<file path="src/rtl/irq_pkg.sv">
package irq_pkg;
  parameter int IRQ_NUM_SRC    = 32;
  parameter int IRQ_VEC_SHIFT  = 3;  // eight words per vector

  typedef enum logic {
    SEL_MASK = 1'b0,
    SEL_CLR  = 1'b1
  } sw_sel_e;
endpackage

</file>
<file path="src/rtl/irq_ext_sync.sv">
module irq_ext_sync (
  input  logic clk_i,
  input  logic rst_ni,
  input  logic pin_i,
  output logic rise_o
);
  logic s1_q, s2_q, s3_q;

  always_ff @(posedge clk_i or negedge rst_ni) begin
    if (!rst_ni) begin
      s1_q <= 1'b0;
      s2_q <= 1'b0;
      s3_q <= 1'b0;
    end else begin
      s1_q <= pin_i;
      s2_q <= s1_q;
      s3_q <= s2_q;
    end
  end

  assign rise_o = s2_q & ~s3_q;
endmodule

</file>
<file path="src/rtl/irq_prio_enc.sv">
module irq_prio_enc #(
  parameter int N = 32,
  parameter int W = $clog2(N)
) (
  input  logic [N-1:0] req_i,
  output logic         valid_o,
  output logic [W-1:0] idx_o
);
  always_comb begin
    valid_o = 1'b0;
    idx_o   = '0;
    for (int i = N - 1; i >= 0; i--) begin
      if (req_i[i]) begin
        valid_o = 1'b1;
        idx_o   = W'(i);
      end
    end
  end
endmodule

</file>
<file path="src/rtl/irq_ctrl.sv">
module irq_ctrl
  import irq_pkg::*;
#(
  parameter int                 NUM_SRC   = IRQ_NUM_SRC,
  parameter int                 NUM_EXT   = 3,
  parameter int                 EXT_LSB   = 8,
  parameter int                 ADDR_W    = 24,
  parameter logic [ADDR_W-1:0]  VEC_BASE  = 24'h000100,
  parameter logic [NUM_SRC-1:0] PUSH_MASK = 32'h0000_0702,
  localparam int                SRC_W     = $clog2(NUM_SRC)
) (
  input  logic               clk_i,
  input  logic               rst_ni,
  input  logic [NUM_SRC-1:0] int_req_i,
  input  logic [NUM_EXT-1:0] ext_irq_i,
  input  logic               sw_we_i,
  input  logic               sw_sel_i,
  input  logic [NUM_SRC-1:0] sw_wdata_i,
  input  logic               glb_en_i,
  input  logic               nest_mode_i,
  input  logic               ack_i,
  input  logic               rti_i,
  output logic               irq_o,
  output logic [SRC_W-1:0]   src_o,
  output logic [ADDR_W-1:0]  vec_o,
  output logic               push_o,
  output logic               pop_o
);
  logic [NUM_SRC-1:0] latch_q, mask_q, isr_q;
  logic [NUM_SRC-1:0] latch_d, mask_d, isr_d;
  logic [NUM_SRC-1:0] req_vec, nest_allow, eligible;
  logic [NUM_SRC-1:0] win_oh, top_oh;
  logic [NUM_EXT-1:0] ext_rise;
  logic [SRC_W-1:0]   top_idx;
  logic               isr_any, take;

  // external pins: sync + edge detect
  for (genvar k = 0; k < NUM_EXT; k++) begin : g_ext
    irq_ext_sync i_sync (
      .clk_i  (clk_i),
      .rst_ni (rst_ni),
      .pin_i  (ext_irq_i[k]),
      .rise_o (ext_rise[k])
    );
  end

  always_comb begin
    req_vec = int_req_i;
    for (int k = 0; k < NUM_EXT; k++) req_vec[EXT_LSB+k] = req_vec[EXT_LSB+k] | ext_rise[k];
  end

  // most urgent routine in service
  irq_prio_enc #(.N(NUM_SRC), .W(SRC_W)) i_top_enc (
    .req_i   (isr_q),
    .valid_o (isr_any),
    .idx_o   (top_idx)
  );

  always_comb begin
    for (int i = 0; i < NUM_SRC; i++)
      nest_allow[i] = !isr_any || (nest_mode_i && (SRC_W'(i) < top_idx));
  end

  assign eligible = latch_q & mask_q & {NUM_SRC{glb_en_i}} & nest_allow;

  irq_prio_enc #(.N(NUM_SRC), .W(SRC_W)) i_win_enc (
    .req_i   (eligible),
    .valid_o (irq_o),
    .idx_o   (src_o)
  );

  assign vec_o  = VEC_BASE + (ADDR_W'(src_o) << IRQ_VEC_SHIFT);
  assign take   = irq_o & ack_i;
  assign win_oh = take ? (NUM_SRC'(1) << src_o) : '0;
  assign top_oh = (rti_i && isr_any) ? (NUM_SRC'(1) << top_idx) : '0;
  assign push_o = take & PUSH_MASK[src_o];
  assign pop_o  = rti_i & isr_any & PUSH_MASK[top_idx];

  always_comb begin
    latch_d = latch_q & ~win_oh;
    if (sw_we_i && (sw_sel_i == SEL_CLR)) latch_d = latch_d & ~sw_wdata_i;
    // in-service sources cannot re-latch; a fresh request beats a clear
    latch_d = latch_d | (req_vec & ~isr_q & ~win_oh);
    mask_d  = (sw_we_i && (sw_sel_i == SEL_MASK)) ? sw_wdata_i : mask_q;
    isr_d   = (isr_q & ~top_oh) | win_oh;
  end

  always_ff @(posedge clk_i or negedge rst_ni) begin
    if (!rst_ni) begin
      latch_q <= '0;
      mask_q  <= '0;
      isr_q   <= '0;
    end else begin
      latch_q <= latch_d;
      mask_q  <= mask_d;
      isr_q   <= isr_d;
    end
  end

  AST_GATED_BY_MASK: assert property (@(posedge clk_i) disable iff (!rst_ni) irq_o |-> (mask_q[src_o] && glb_en_i));
  AST_TAKE_ENTERS_ISR: assert property (@(posedge clk_i) disable iff (!rst_ni) take |=> isr_q[$past(src_o)]);
  AST_NO_RELATCH: assert property (@(posedge clk_i) disable iff (!rst_ni) irq_o |-> !isr_q[src_o]);
  AST_MASK_ALL: assert property (@(posedge clk_i) disable iff (!rst_ni) (!nest_mode_i && isr_any) |-> !irq_o);
  AST_NEST_HIGHER: assert property (@(posedge clk_i) disable iff (!rst_ni) (isr_any && irq_o) |-> (src_o < top_idx));
  AST_RTI_RETIRES: assert property (@(posedge clk_i) disable iff (!rst_ni) (rti_i && isr_any && !take) |=> ($countones(isr_q) == $countones($past(isr_q)) - 1));
  AST_PUSH_ON_TAKE: assert property (@(posedge clk_i) disable iff (!rst_ni) push_o |-> take);
endmodule

</file>
<file path="config.mk">
export PLATFORM = sky130hd
export DESIGN_NAME = irq_ctrl
export DESIGN_NICKNAME = d
export VERILOG_FILES = /design/src/rtl/irq_pkg.sv /design/src/rtl/irq_ext_sync.sv /design/src/rtl/irq_prio_enc.sv /design/src/rtl/irq_ctrl.sv
export SDC_FILE = /design/constraint.sdc
export NUM_CORES = 1
export LEC_CHECK = 0
export BUFFER_PORTS_ARGS = -buffer_cell sky130_fd_sc_hd__buf_2
export CORE_MARGIN = 2
export CORE_UTILIZATION = 58
export CTS_CLUSTER_DIAMETER = 100
export DETAILED_ROUTE_END_ITERATION = 10
export PLACE_DENSITY = 0.85
export SLEW_MARGIN = 0
export SYNTH_ARGS = -nofsm -noshare
export SYNTH_HDL_FRONTEND = slang
export SYNTH_SLANG_ARGS = --single-unit
</file>
<file path="constraint.sdc">
create_clock -name clk_i -period 7.2 [get_ports clk_i]
set_input_delay 2.16 -clock clk_i [delete_from_list [all_inputs] [get_ports clk_i]]
set_output_delay 2.16 -clock clk_i [all_outputs]
set_load 0.03 [all_outputs]
</file>
Word level (Yosys, flattened, before mapping)
Memories as Yosys holds them, arrays and structs flattened.
Index checks and enable logic that the tools add are counted.
- order comparisons: 34
- shifts and indexed selects: 2
- add/sub/neg operators: 1
- reductions and logical operators: 68
- muxes and demuxes: 133
- bitwise logic cells: 28
- operator list (operator ; count):
    $mux 5 ; 64
    $and 32x32->32 ; 8
    $not 32->32 ; 4
    $mux 32 ; 3
    $lt 5x5->1 const A ; 16
    $mux 1 ; 66
    $or 32x32->32 ; 2
    $shl 1x5->32 const A ; 2
    $lt 4x5->1 const A ; 8
    $logic_and 1x1->1 ; 35
    $logic_or 1x1->1 ; 32
    $lt 3x5->1 const A ; 4
    $lt 5x6->1 const B ; 2
    $add 9x8->10 const A ; 1
    $lt 1x5->1 const A ; 2
    $lt 2x5->1 const A ; 2
    $and 1x1->1 ; 7
    $not 1->1 ; 4
    $or 1x1->1 ; 3
    $logic_not 1->1 ; 1
- flip-flop bits (word level): 105
- memories: 2
- word-level logic and storage cells: 280
- input port bits: 75
- output and inout bits: 32
- memory bits (read-only): 64
- memories (name ; depth ; bits a word ; rd ports ; clocked after memory_dff ; wr ports ; RTL line ; RTL):
    (no name shown) ; 32 ; 1 ; 1 ; 0 ; 0 ; irq_ctrl.sv:77 ; assign pop_o = rti_i & isr_any & PUSH_MASK[top_idx];
    (no name shown) ; 32 ; 1 ; 1 ; 0 ; 0 ; irq_ctrl.sv:76 ; assign push_o = take & PUSH_MASK[src_o];

Depth between registers and ports, before layout
- depth in word-level cells: 75
- gate-level depth with buffers: 15
- depth with buffers taken out: 11

By module
From an unflattened synthesis, not the netlist that was laid out.
- cell total of the unflattened synthesis: 668
- area total of the unflattened synthesis: 5959.5 µm²
- modules (own cells, without submodules) (module ; area each (µm²) ; sequential area each (µm²) ; times used ; cells an instance):
    irq_ctrl ; 4952.2 ; 2402.3 ; 1 ; 526
    irq_prio_enc ; 370.4 ; 0.0 ; 2 ; 65
    irq_ext_sync ; 88.8 ; 75.1 ; 3 ; 4

Worst setup path after synthesis
Ideal clock, no wire load.
- path kind: input -> output
- start: in nest_mode_i
- end: out push_o
- stages: 10
- buffers on the path: 2
- required time: 5040 ps
- arrival time: 4792 ps
- path slack: 248 ps
- cells stage by stage: clkbuf_1 > a22o_1 > nand4_1 > o31ai_1 > nor2_1 > o211ai_1 > o22a_2 > inv_2 > buf_2 > a211oi_1
- word-level cells in the longest chain between the ends: 38
- elaborated cells between the ends (all ways): 133
- those cells by class: mux (65); bitwise (3); reduce/logical (64); memory (1)
- RTL lines (element ; RTL line ; RTL):
    from (decl) ; irq_ctrl.sv:20 ; input logic nest_mode_i,
    $logic_and 1x1->1 ; irq_ctrl.sv:61 ; nest_allow[i] = !isr_any || (nest_mode_i && (SRC_W'(i) < top_idx));
    $logic_or 1x1->1 ; irq_ctrl.sv:61 ;
    $and 32x32->32 * ; irq_ctrl.sv:64 ; assign eligible = latch_q & mask_q & {NUM_SRC{glb_en_i}} & nest_allow;
    $mux 5 (31 in a row) ; irq_prio_enc.sv:13 ; if (req_i[i]) begin
    $mux 5 * ; irq_prio_enc.sv:13 ;
    via src_o[2] ; irq_ctrl.sv:24 ; output logic [SRC_W-1:0] src_o,
    $mem_v2 32x1 * ; -- ;
    $mux 1 (implied by the code) * ; irq_ctrl.sv:76 ;
    $and 1x1->1 * ; irq_ctrl.sv:76 ;
    to (decl) ; irq_ctrl.sv:26 ; output logic push_o,
The timed path passes the listed nets; every way through them passes the cells marked *. The select of a mux whose other input is x is not followed.

Worst setup path after layout
- start: in glb_en_i
- end: out push_o
- word-level cells in the longest chain between the ends: 37
- elaborated cells between the ends (all ways): 70
- those cells by class: mux (65); bitwise (4); memory (1)
- RTL lines (element ; RTL line ; RTL):
    from (decl) ; irq_ctrl.sv:19 ; input logic glb_en_i,
    $and 32x32->32 * (2 in a row) ; irq_ctrl.sv:64 ;
    $mux 5 (32 in a row) ; irq_prio_enc.sv:13 ;
    $mem_v2 32x1 ; -- ;
    $mux 1 (implied by the code) ; irq_ctrl.sv:76 ;
    $and 1x1->1 * ; irq_ctrl.sv:76 ;
Mark *: on every way between the ends. The rest lies on a longest branch, timed or not. The select of a mux whose other input is x is not followed.

==> results.toml <==
[global_route]
grt_pass1_vias = 7237
grt_pass1_wl_mm = 42.3
grt_max_degree = 65
track_usage = 0.437
grt-ovfl-total = 0
grt_antenna_before_repair = 0

[clock_network]
path_clk_slew_ps = 80
tritoncts = "yes"
postCtsSetupRepairBufs = 0
cts.sinks = 105
clock_insertion_delay_worst_skew_ps = 380
cts_buffers = 9
h-tree-depth = 3
clockRootBuffer = "clkbuf_16"
cts.path.max_buffers = 2

[drt]
viasPerCell = 7.51
drtIter0Drc = 1156
drcViolationCount = 0
vias = 7547
wl_mm = 27.9
wl_per_cell_um = 27.7
dr.pass1.iters = 9
drtAntennaViolNets = 0

[yosys]
syn-cell-area_mm2 = 0.00696
synth_top_family_by_area = "compound AO/OA/AOI/OAI gates"
yosysSeqAreaShare = 0.378
async_flop_share = 1.00
yosysWarnings = 0
synth_edf_count = 0
ys_types = 85
synth_compound_area_frac = 0.305
synthSimpleGateAreaFrac = 0.211
syn_inst = 770
synth_largest_area_cell = "dfrtp_1"
ys_ff_latch = 105
synth_top_area_frac = 0.378
synth_fa_ha_area_frac = 0
yosys_most_used_dff = "dfrtp_1"
synth_xor_area_frac = 0
syn_avg_cell_area_um2 = 9.03
synth_area_leaders = "dfrtp_1 (38%), mux2_2 (5.2%), a21oi_1 (4.3%), nand2_1 (4.0%), a41oi_1 (3.0%)"
muxShareOfSynthArea = 0.0518

[critical_path]
critical_path_class = "primary input to primary output"
start_kind = "primary input"
crit_fanout = 14
required_ps = 5040
worstPathArrival_ps = 4970
reg2regPathDepth = 9
timing.rr.end = "latch_q[26]"
critPathBufInv = 5
r2r-start = "isr_q[1]"
path_delay_family = "compound AO/OA/AOI/OAI gates"
cpPeakStageDelay_ps = 410
startpoint = "glb_en_i"
endpoint_kind = "primary output"
cp.depth = 12
cp_slowest_cell = "or3_1"
reg2reg_slack_ps = 2110
crit_chain = "buf_2 > buf_4 > o21ai_2 > or3_1 > o32ai_1 > nor3_1 > o21ai_0 > o211a_1 > inv_2 > a211oi_2 > buf_4 > buf_2"

[timing]
grt_setup_unrepaired = "no"
skew_ps = 16.2
finalHoldViolCount = 0
slew_viol_final = 0
max_clock_freq_ghz = 0.140
maxSlewHeadroom = 0.0324
whs_ps = 365
worstMarginPinSlew_ps = 1450
finalSetupViolations = 0
finalSetupTns_ps = 0
finalCritPeriodShare = 0.990
layout_min_cycle_time_ps = 7130

[layout]
stdcell_count = 1005
area_growth_pct = 12.6
drive_above_1_share = 0.237
utilization = 0.677
fin_nets = 931

[floorplanning]
initial_utilization = 0.601
die_x_um = 114
row_count = 39
chipHeight_um = 114
io_pins = 107
dieArea_mm2 = 0.0129
core_area_mm2 = 0.0116

[pwr]
power.leakage_nw = 3.25
design_power_total_w = 0.00405
vdd_drop_max_v = 0.000469
power.density_mw_per_mm2 = 517

[placed_design]
portBuffers = 87
gp_congestion = 1.07
post-dp-hpwl_mm = 21.0
place_inst = 988

[hold_path]
hold_path_class = "flop to flop"
min_path_cells = 0
min_to = "g_ext[2].i_sync.s2_q"
holdCritStartpoint = "g_ext[2].i_sync.s1_q"

[job]
max_cap_violations = 0

[status]
status = "finished, final reports clean"
cells in the mapped netlist (13+ instances only):
cell,n
a21oi_1,60
a31oi_1,13
a41oi_1,24
buf_4,26
clkbuf_1,17
dfrtp_1,105
mux2_2,32
nand2_1,74
nand3_1,27
nor2_1,51
nor2b_1,30
nor3_1,17
o21ai_0,40
o31ai_1,14
o41ai_1,15
metal layers:
layer | GRT usage | up-vias | routed length [µm]
li1 | - | 3129 | -
met1 | 0.575 | 3625 | 10500
met2 | 0.677 | 674 | 12500
met3 | 0.137 | 119 | 3580
met4 | 0.171 | 0 | 1270
met5 | 0 | - | 0
where the power goes:
| part | switching (W) | internal [W] | total (W) | leakage (nW) |
|---|---|---|---|---|
| Combinational | 0.00190 | 0.000713 | 0.00261 | 1.88 |
| Clock | 0.000269 | 0.000252 | 0.000521 | 0.152 |
| Sequential | 0.000206 | 0.000717 | 0.000923 | 1.22 |
| Total | 0.00237 | 0.00168 | 0.00405 | 3.25 |
logic make-up after synthesis:
| kind of cell | after synthesis |
|---|---|
| other cells | 2 |
| mux | 32 |
| buf+inv | 69 |
| flops | 105 |
| compound gates | 285 |
| simple gates | 277 |
layout make-up:
cell class                 count  area [µm²]
timing repair buffer         112         626
inverter                      15        58.8
clock inverter                 7        91.3
multi-input combinational    613        4020
clock buffer                   9         225
fill                         950        3730
tap                          143         179
sequential                   105        2630
antenna                        1        2.50
sequential cells by signal, summed over array words and instances (netlist names):
| name | cells |
|---|---|
| g_ext.i_sync.s1_q | 3 |
| g_ext.i_sync.s2_q | 3 |
| g_ext.i_sync.s3_q | 3 |
| isr_q | 32 |
| latch_q | 32 |
| mask_q | 32 |
worst max path at each step:
stage	endpoint
after floorplan	push_o
after global placement	push_o
after detailed placement	push_o
after CTS	push_o
after global routing	push_o
final	push_o
cell usage in the layout (no fill, tap or decap), drive strengths merged, types with 8 or more instances in the layout:
master    n
buf     112
dfrtp   105
nand2    75
a21oi    61
nor2     52
o21ai    51
mux2     32
nor2b    30
nand3    27
a41oi    25
o41ai    24
conb     19
nor3     19
inv      18
o31ai    14
a31oi    14
nor4     14
a21o     11
and3     11
nand4     9
clkbuf    9
or4       9
nand2b    8
o211ai    8
a211oi    8
repair_timing:
item | CTS | global route
endpoints found under the setup margin | 0 | 1
endpoints found under the hold margin | 0 | 0
hold buffers | 0 | 0
resized for setup | 0 | 1
through the flow:
| step | setup slack [ps] | area [µm²] |
|---|---|---|
| floorplan | 248 | 7020 |
| global route | 3.75 | 7830 |
| global placement | 195 | 7510 |
| detailed placement | 148 | 7510 |
| finish | 68.9 | 7830 |
| CTS | 80.0 | 7830 |
No activity file was read; power rests on OpenSTA's default activity.
